$ cat src/rtl/fir_mcm_pkg.sv
package fir_mcm_pkg;

  localparam int MASK_BITS = 1024;
  typedef logic [MASK_BITS-1:0] mask_t;

  // Signed value of one tap from its two digit masks (Horner, shifts only).
  function automatic int csd_coef(mask_t pos, mask_t neg, int tap, int dig_w);
    int v;
    v = 0;
    for (int i = dig_w - 1; i >= 0; i--) begin
      v = (v <<< 1) + int'(pos[tap*dig_w+i]) - int'(neg[tap*dig_w+i]);
    end
    return v;
  endfunction

  function automatic int abs_sum(mask_t pos, mask_t neg, int taps, int dig_w);
    int s;
    int c;
    s = 0;
    for (int k = 0; k < taps; k++) begin
      c = csd_coef(pos, neg, k, dig_w);
      s += (c < 0) ? -c : c;
    end
    return s;
  endfunction

  function automatic int out_width(mask_t pos, mask_t neg, int taps, int dig_w,
                                   int data_w, bit in_signed);
    return data_w + (in_signed ? 0 : 1) + $clog2(abs_sum(pos, neg, taps, dig_w));
  endfunction

  // Canonical form: no digit in both masks, no two neighbouring nonzero digits.
  function automatic bit csd_legal(mask_t pos, mask_t neg, int taps, int dig_w);
    bit ok;
    ok = 1'b1;
    for (int k = 0; k < taps; k++) begin
      for (int i = 0; i < dig_w; i++) begin
        if (pos[k*dig_w+i] && neg[k*dig_w+i]) ok = 1'b0;
        if (i + 1 < dig_w &&
            (pos[k*dig_w+i] || neg[k*dig_w+i]) &&
            (pos[k*dig_w+i+1] || neg[k*dig_w+i+1])) ok = 1'b0;
      end
    end
    return ok;
  endfunction

  // Shared spacing term (1 level) plus a balanced tree over the pair terms.
  function automatic int net_depth(int dig_w);
    int nz;
    int terms;
    nz    = (dig_w + 1) / 2;
    terms = (nz + 1) / 2;
    return 1 + $clog2(terms);
  endfunction

endpackage

$ cat src/rtl/mcm_shared_terms.sv
module mcm_shared_terms #(
  parameter int W     = 16,
  parameter int DIG_W = 8
) (
  input  logic signed [W-1:0]       xe,
  output logic [DIG_W*W-1:0]        sum_bus,
  output logic [DIG_W*W-1:0]        dif_bus
);
  // One adder and one subtractor per digit spacing, shared by every tap.
  for (genvar d = 0; d < DIG_W; d++) begin : g_span
    logic signed [W-1:0] up;
    assign up = xe <<< d;
    assign sum_bus[d*W +: W] = up + xe;
    assign dif_bus[d*W +: W] = up - xe;
  end
endmodule

$ cat src/rtl/csd_tap_product.sv
module csd_tap_product #(
  parameter int              W     = 16,
  parameter int              DIG_W = 8,
  parameter logic [DIG_W-1:0] POS  = '0,
  parameter logic [DIG_W-1:0] NEG  = '0
) (
  input  logic signed [W-1:0] xe,
  input  logic [DIG_W*W-1:0]  sum_bus,
  input  logic [DIG_W*W-1:0]  dif_bus,
  output logic signed [W-1:0] prod
);
  localparam int MAX_NZ = (DIG_W + 1) / 2;
  localparam int TERMS  = (MAX_NZ + 1) / 2;
  localparam int TP2    = 1 << $clog2(TERMS);

  logic signed [W-1:0] terms [TP2];
  logic signed [W-1:0] base;
  logic signed [W-1:0] shifted;
  int                  n;
  int                  lo_pos;
  int                  span;
  logic                have_lo;
  logic                lo_neg;

  always_comb begin
    for (int t = 0; t < TP2; t++) terms[t] = '0;
    n = 0; lo_pos = 0; span = 0; have_lo = 1'b0; lo_neg = 1'b0;
    base = '0; shifted = '0;
    // Pair nonzero digits from the low end: s_hi*2^a + s_lo*2^b = s_hi*2^b*(2^d +/- 1).
    for (int k = 0; k < DIG_W; k++) begin
      if (POS[k] || NEG[k]) begin
        if (!have_lo) begin
          have_lo = 1'b1;
          lo_pos  = k;
          lo_neg  = NEG[k];
        end else begin
          span     = k - lo_pos;
          base     = (NEG[k] == lo_neg) ? sum_bus[span*W +: W] : dif_bus[span*W +: W];
          shifted  = base <<< lo_pos;
          terms[n] = NEG[k] ? -shifted : shifted;
          n        = n + 1;
          have_lo  = 1'b0;
        end
      end
    end
    if (have_lo) begin
      shifted  = xe <<< lo_pos;
      terms[n] = lo_neg ? -shifted : shifted;
    end
    // Balanced reduction tree.
    for (int s = 1; s < TP2; s = s << 1) begin
      for (int i = 0; i + s < TP2; i = i + (s << 1)) begin
        terms[i] = terms[i] + terms[i+s];
      end
    end
    prod = terms[0];
  end
endmodule

$ cat src/rtl/transposed_chain.sv
module transposed_chain #(
  parameter int W        = 16,
  parameter int NUM_TAPS = 6
) (
  input  logic                    clk,
  input  logic                    rst,
  input  logic                    adv,
  input  logic [NUM_TAPS*W-1:0]   prod_bus,
  output logic signed [W-1:0]     y
);
  for (genvar k = 0; k < NUM_TAPS; k++) begin : g_stage
    logic signed [W-1:0] r;
    logic signed [W-1:0] p;
    assign p = prod_bus[k*W +: W];
    if (k == NUM_TAPS - 1) begin : g_tail
      always_ff @(posedge clk) begin
        if (rst)      r <= '0;
        else if (adv) r <= p;
      end
    end else begin : g_body
      always_ff @(posedge clk) begin
        if (rst)      r <= '0;
        else if (adv) r <= p + g_stage[k+1].r;
      end
    end
  end
  assign y = g_stage[0].r;
endmodule

$ cat src/rtl/fir_mcm_transposed.sv
module fir_mcm_transposed #(
  parameter int  DATA_W          = 8,
  parameter bit  IN_SIGNED       = 1'b1,
  parameter int  NUM_TAPS        = 6,
  parameter int  DIG_W           = 8,
  parameter int  MAX_ADDER_DEPTH = 4,
  parameter logic [NUM_TAPS*DIG_W-1:0] POS_DIGITS = 48'h00_04_00_11_00_04,
  parameter logic [NUM_TAPS*DIG_W-1:0] NEG_DIGITS = 48'h55_01_05_04_05_01,
  localparam int ACC_W = fir_mcm_pkg::out_width(
      fir_mcm_pkg::MASK_BITS'(POS_DIGITS), fir_mcm_pkg::MASK_BITS'(NEG_DIGITS),
      NUM_TAPS, DIG_W, DATA_W, IN_SIGNED)
) (
  input  logic                    clk,
  input  logic                    rst,
  input  logic                    in_valid,
  input  logic [DATA_W-1:0]       in_data,
  output logic                    out_valid,
  output logic signed [ACC_W-1:0] out_data
);
  localparam int COEF_SUM = fir_mcm_pkg::abs_sum(
      fir_mcm_pkg::MASK_BITS'(POS_DIGITS), fir_mcm_pkg::MASK_BITS'(NEG_DIGITS),
      NUM_TAPS, DIG_W);
  localparam bit DIGITS_OK = fir_mcm_pkg::csd_legal(
      fir_mcm_pkg::MASK_BITS'(POS_DIGITS), fir_mcm_pkg::MASK_BITS'(NEG_DIGITS),
      NUM_TAPS, DIG_W);
  localparam int DEPTH = fir_mcm_pkg::net_depth(DIG_W);

  if (!DIGITS_OK) begin : g_bad_digits
    $error("coefficient digit masks are not in canonical signed-digit form");
  end
  if (DEPTH > MAX_ADDER_DEPTH) begin : g_too_deep
    $error("product network depth exceeds MAX_ADDER_DEPTH");
  end
  if (COEF_SUM < 2 || NUM_TAPS < 2) begin : g_too_small
    $error("coefficient set too small for this structure");
  end

  // Internal arithmetic runs at ACC_W: every final product and partial sum
  // fits there, so modular wrap in intermediate terms cancels out.
  logic signed [ACC_W-1:0]     xe_w;
  logic [DIG_W*ACC_W-1:0]      sum_bus;
  logic [DIG_W*ACC_W-1:0]      dif_bus;
  logic [NUM_TAPS*ACC_W-1:0]   prod_bus;
  logic signed [ACC_W-1:0]     chain_head;

  if (IN_SIGNED) begin : g_sext
    assign xe_w = {{(ACC_W-DATA_W){in_data[DATA_W-1]}}, in_data};
  end else begin : g_zext
    assign xe_w = {{(ACC_W-DATA_W){1'b0}}, in_data};
  end

  mcm_shared_terms #(.W(ACC_W), .DIG_W(DIG_W)) u_terms (
    .xe      (xe_w),
    .sum_bus (sum_bus),
    .dif_bus (dif_bus)
  );

  for (genvar k = 0; k < NUM_TAPS; k++) begin : g_tap
    csd_tap_product #(
      .W     (ACC_W),
      .DIG_W (DIG_W),
      .POS   (POS_DIGITS[k*DIG_W +: DIG_W]),
      .NEG   (NEG_DIGITS[k*DIG_W +: DIG_W])
    ) u_prod (
      .xe      (xe_w),
      .sum_bus (sum_bus),
      .dif_bus (dif_bus),
      .prod    (prod_bus[k*ACC_W +: ACC_W])
    );
  end

  transposed_chain #(.W(ACC_W), .NUM_TAPS(NUM_TAPS)) u_chain (
    .clk      (clk),
    .rst      (rst),
    .adv      (in_valid),
    .prod_bus (prod_bus),
    .y        (chain_head)
  );

  always_ff @(posedge clk) begin
    if (rst) out_valid <= 1'b0;
    else     out_valid <= in_valid;
  end

  assign out_data = chain_head;
endmodule

$ cat config.mk
export PLATFORM = sky130hd
export DESIGN_NAME = fir_mcm_transposed
export DESIGN_NICKNAME = d
export VERILOG_FILES = /design/src/rtl/fir_mcm_pkg.sv /design/src/rtl/mcm_shared_terms.sv /design/src/rtl/csd_tap_product.sv /design/src/rtl/transposed_chain.sv /design/src/rtl/fir_mcm_transposed.sv
export SDC_FILE = /design/constraint.sdc
export NUM_CORES = 1
export LEC_CHECK = 0
export ABC_CLOCK_PERIOD_IN_PS = 4550
export BUFFER_PORTS_ARGS = -buffer_cell sky130_fd_sc_hd__buf_2
export CAP_MARGIN = 20
export CELL_PAD_IN_SITES_DETAIL_PLACEMENT = 0
export CELL_PAD_IN_SITES_GLOBAL_PLACEMENT = 1
export CORE_ASPECT_RATIO = 0.7
export CORE_UTILIZATION = 44
export DETAILED_ROUTE_END_ITERATION = 6
export PLACE_DENSITY_LB_ADDON = 0.1
export RECOVER_POWER = 50
export SKIP_CTS_REPAIR_TIMING = 1
export SLEW_MARGIN = 0
export SYNTH_ARGS = -nofsm -noshare
export SYNTH_HDL_FRONTEND = slang
export SYNTH_SLANG_ARGS = --single-unit
$ cat constraint.sdc
create_clock -name clk -period 4.55 [get_ports clk]
set_clock_uncertainty 0.1 [all_clocks]
set_input_delay 0.91 -clock clk [delete_from_list [all_inputs] [get_ports clk]]
set_output_delay 0.91 -clock clk [all_outputs]
set_load 0.02 [all_outputs]
==> flow_metrics.py <==
metrics = {
    "outcome": {
        "outcome": "finished with violations",
        "violations": "capacitance limit, slew limit",
    },
    "cells_and_area": {
        "final_util_pct": 54.8,
        "areaGrowthSynthToFinish_pct": 21.8,
        "final_cells": 1286,
        "drive_gt1_share_pct": 18.5,
        "antenna-diode-count": 0,
        "num-nets-final": 1182,
        "sequential_cell_area_um2": 1820,
        "layout.cells.most_common": "buf_4",
        "multi_input_area_um2": 5680,
        "most-common-layout-cells": "buf_4 (131), ha_1 (103), nor2_1 (101)",
        "final.fill_count": 1617,
        "final_cell_area_um2": 9400,
    },
    "clocking": {
        "clock_latency_ps": 360,
        "ctsRootBufferMaster": "clkbuf_16",
        "h-tree-depth": 3,
        "cts_num_sinks": 91,
        "ctsLongestPathBuffers": 2,
        "cts_tree": "built",
        "clk_slew_on_worst_s_h_paths_ps": 60,
        "tritoncts.num_buffers": 9,
    },
    "worst_hold_path": {
        "timing.hold.worst.start": "u_chain.y[13]",
        "worst_hold_path_type": "register to register",
    },
    "route": {
        "drc_violations": 0,
        "route.vias.total": 7047,
        "dr_iter_0_viols": 424,
        "routed_length_per_instance_um": 17.1,
        "drt.antenna.violating_nets": 0,
        "routed_wirelength_um": 22000,
        "vias_per_cell": 5.48,
        "drt_pre_antenna_iters": 7,
    },
    "floorplanning": {
        "dieArea_um2": 18100,
        "die_h_um": 113,
        "design.core.area_um2": 17200,
        "row_count": 40,
        "die_width_um": 160,
        "top_level_ports": 27,
        "initial_core_util_pct": 45.0,
    },
    "sta": {
        "post-route-min-period_ps": 4400,
        "post-route-period-util_pct": 96.7,
        "fmaxAchievable_mhz": 227,
        "worstMarginPinSlew_ps": 2660,
        "final_max_slew_viol_count": 47,
        "worst_hold_slack_ps": 343,
        "slew-limit-headroom_pct": -77.2,
        "final_setup_viols": 0,
        "fin_setup_tns_ps": 0,
        "postLayoutSetupSlackWorst_ps": 151,
        "hold_violations": 0,
    },
    "place": {
        "detailed_place_hpwl_um": 17200,
        "placed_insts": 1271,
        "gp_congestion": 0.861,
        "port_buffers": 26,
        "dp_worst_setup_slack_ps": -234,
        "place_area_um2": 9030,
    },
    "setup_path": {
        "crit_path_frequent_cell": "nor2_1",
        "critical-path-slowest-cell": "fa_1",
        "critical_path_arrival_ps": 4520,
        "endpoint_class_of_the_critical_path": "register",
        "critPathKind": "primary input to register",
        "critical_path_peak_fanout": 6,
        "setup.worst_path.start_class": "primary input",
        "critical_path.max_stage_delay_ps": 460,
        "worstPathCellList": "buf_2 > ha_1 > a21oi_1 > o21ai_1 > buf_4 > a21oi_1 > nor2_1 > nor2_1 > xnor2_1 > inv_1 > fa_1 > ha_1 > or3_1 > nor2_1 > o21a_1 > o31ai_1 > a221oi_1 > xnor2_1 > o21ai_0",
        "critical_path.reg2reg.startpoint": "u_chain.g_stage[3].r[1]",
        "timing.critical_path.required_ps": 4670,
        "timing.critical_path.from": "in_data[0]",
    },
    "global_route": {
        "number_of_antenna_violations_at_the_first_check_in_global_routing": 0,
        "grt_util_all_layers_pct": 25.2,
        "pin_count_of_the_biggest_net_entering_global_routing": 68,
        "grt_pass1_wl_um": 35700,
        "number_of_global_route_vias_before_repair": 7062,
        "grt_overflow_total": 0,
    },
    "pwr": {
        "vdd.ir_drop.worst_mv": 0.231,
        "pwr_dens_nw_per_um2": 539,
        "cellLeakagePower_nw": 4.41,
        "design_power_total_mw": 5.07,
    },
    "yosys": {
        "syn_inst": 904,
        "ys_async_sr_fraction_pct": 0,
        "syn-cell-area_um2": 7720,
        "ys_types": 72,
        "postSynthRegisterBits": 91,
        "synthesis.area_per_instance_um2": 8.54,
        "postSynth.topFlopCell": "dfxtp_1",
        "ys_warnings": 0,
        "synth_fp_nets": 1035,
        "synth_enable_flop_cells": 0,
        "synth_seq_area_share_pct": 23.6,
    },
    "flow_run": {
        "maxCapViolations": 1,
    },
}
power by group:
group	internal [mW]	leakage [nW]	switching, mW
Sequential	1.00	0.753	0.156
Combinational	1.45	3.50	1.63
Clock	0.495	0.156	0.330
Total	2.95	4.41	2.11
cells by family after synthesis:
| logic type | Yosys count | share of synthesized area (%) |
|---|---|---|
| AND/OR/NAND/NOR | 254 | 15.7 |
| AO/OA/AOI/OAI | 248 | 21.6 |
| adder cells (fa/ha/maj) | 120 | 21.1 |
| flip-flops | 91 | 23.6 |
| XOR/XNOR | 84 | 9.63 |
| buffers and inverters | 74 | 4.09 |
| multiplexers | 33 | 4.28 |
worst max-delay path: cells and delay by family:
family | cells | cell delay (ps)
AO/OA/AOI/OAI | 7 | 1120
XOR/XNOR | 2 | 370
adder cells (fa/ha/maj) | 3 | 1040
buffers and inverters | 3 | 410
AND/OR/NAND/NOR | 4 | 670
synthesized netlist by cell type, types with 5 or more instances:
library cell | instances | area, µm²
ha_1 | 103 | 1290
xnor2_1 | 50 | 438
o22ai_1 | 7 | 43.8
a21o_1 | 23 | 173
o21ai_0 | 56 | 280
clkbuf_1 | 19 | 71.3
nand2b_1 | 10 | 62.6
o21a_1 | 14 | 105
dfxtp_1 | 91 | 1820
a31oi_1 | 5 | 31.3
or4_1 | 5 | 37.5
fa_1 | 17 | 340
mux2i_1 | 33 | 330
a21oi_1 | 58 | 290
o21ai_1 | 5 | 25.0
nor2b_1 | 7 | 43.8
nor3_1 | 22 | 110
nor4_1 | 7 | 43.8
nor2_1 | 103 | 387
inv_1 | 46 | 173
xor2_1 | 33 | 289
or3_1 | 6 | 37.5
a211oi_1 | 26 | 195
nand3_1 | 9 | 45.0
o21bai_1 | 8 | 60.1
and3_1 | 7 | 43.8
nand2_1 | 57 | 214
o31ai_1 | 5 | 37.5
sequential cells by signal, summed over array words and instances, names as in the netlist:
signal,flops
out_valid,1
u_chain.g_stage.r,75
u_chain.y,15
cell type report:
cell class / count / area share, %
Multi-Input combinational cell: 739 / 60.4
Sequential cell: 91 / 19.4
Timing Repair Buffer: 161 / 11.8
Tap cell: 231 / 3.07
Clock buffer: 11 / 2.58
Inverter: 49 / 1.96
Clock inverter: 4 / 0.785
worst paths after layout:
| check | endpoint | slack (ps) | cells after the start |
|---|---|---|---|
| max | u_chain.g_stage[2].r[14] | 150 | 19 |
| min | u_chain.y[13] | 340 | 2 |
| max reg2reg | u_chain.g_stage[2].r[7] | 1750 | 10 |
| min reg2reg | u_chain.y[13] | 340 | 2 |
routing by layer:
metal	global-route usage [%]	part of all wire, %	up-vias
met5	0	0	-
met4	5.71	0.95	0
met3	4.40	4.7	17
met2	39.7	43	159
met1	35.9	51	3341
li1	-	-	3530
(Power assumes the default switching activity.)
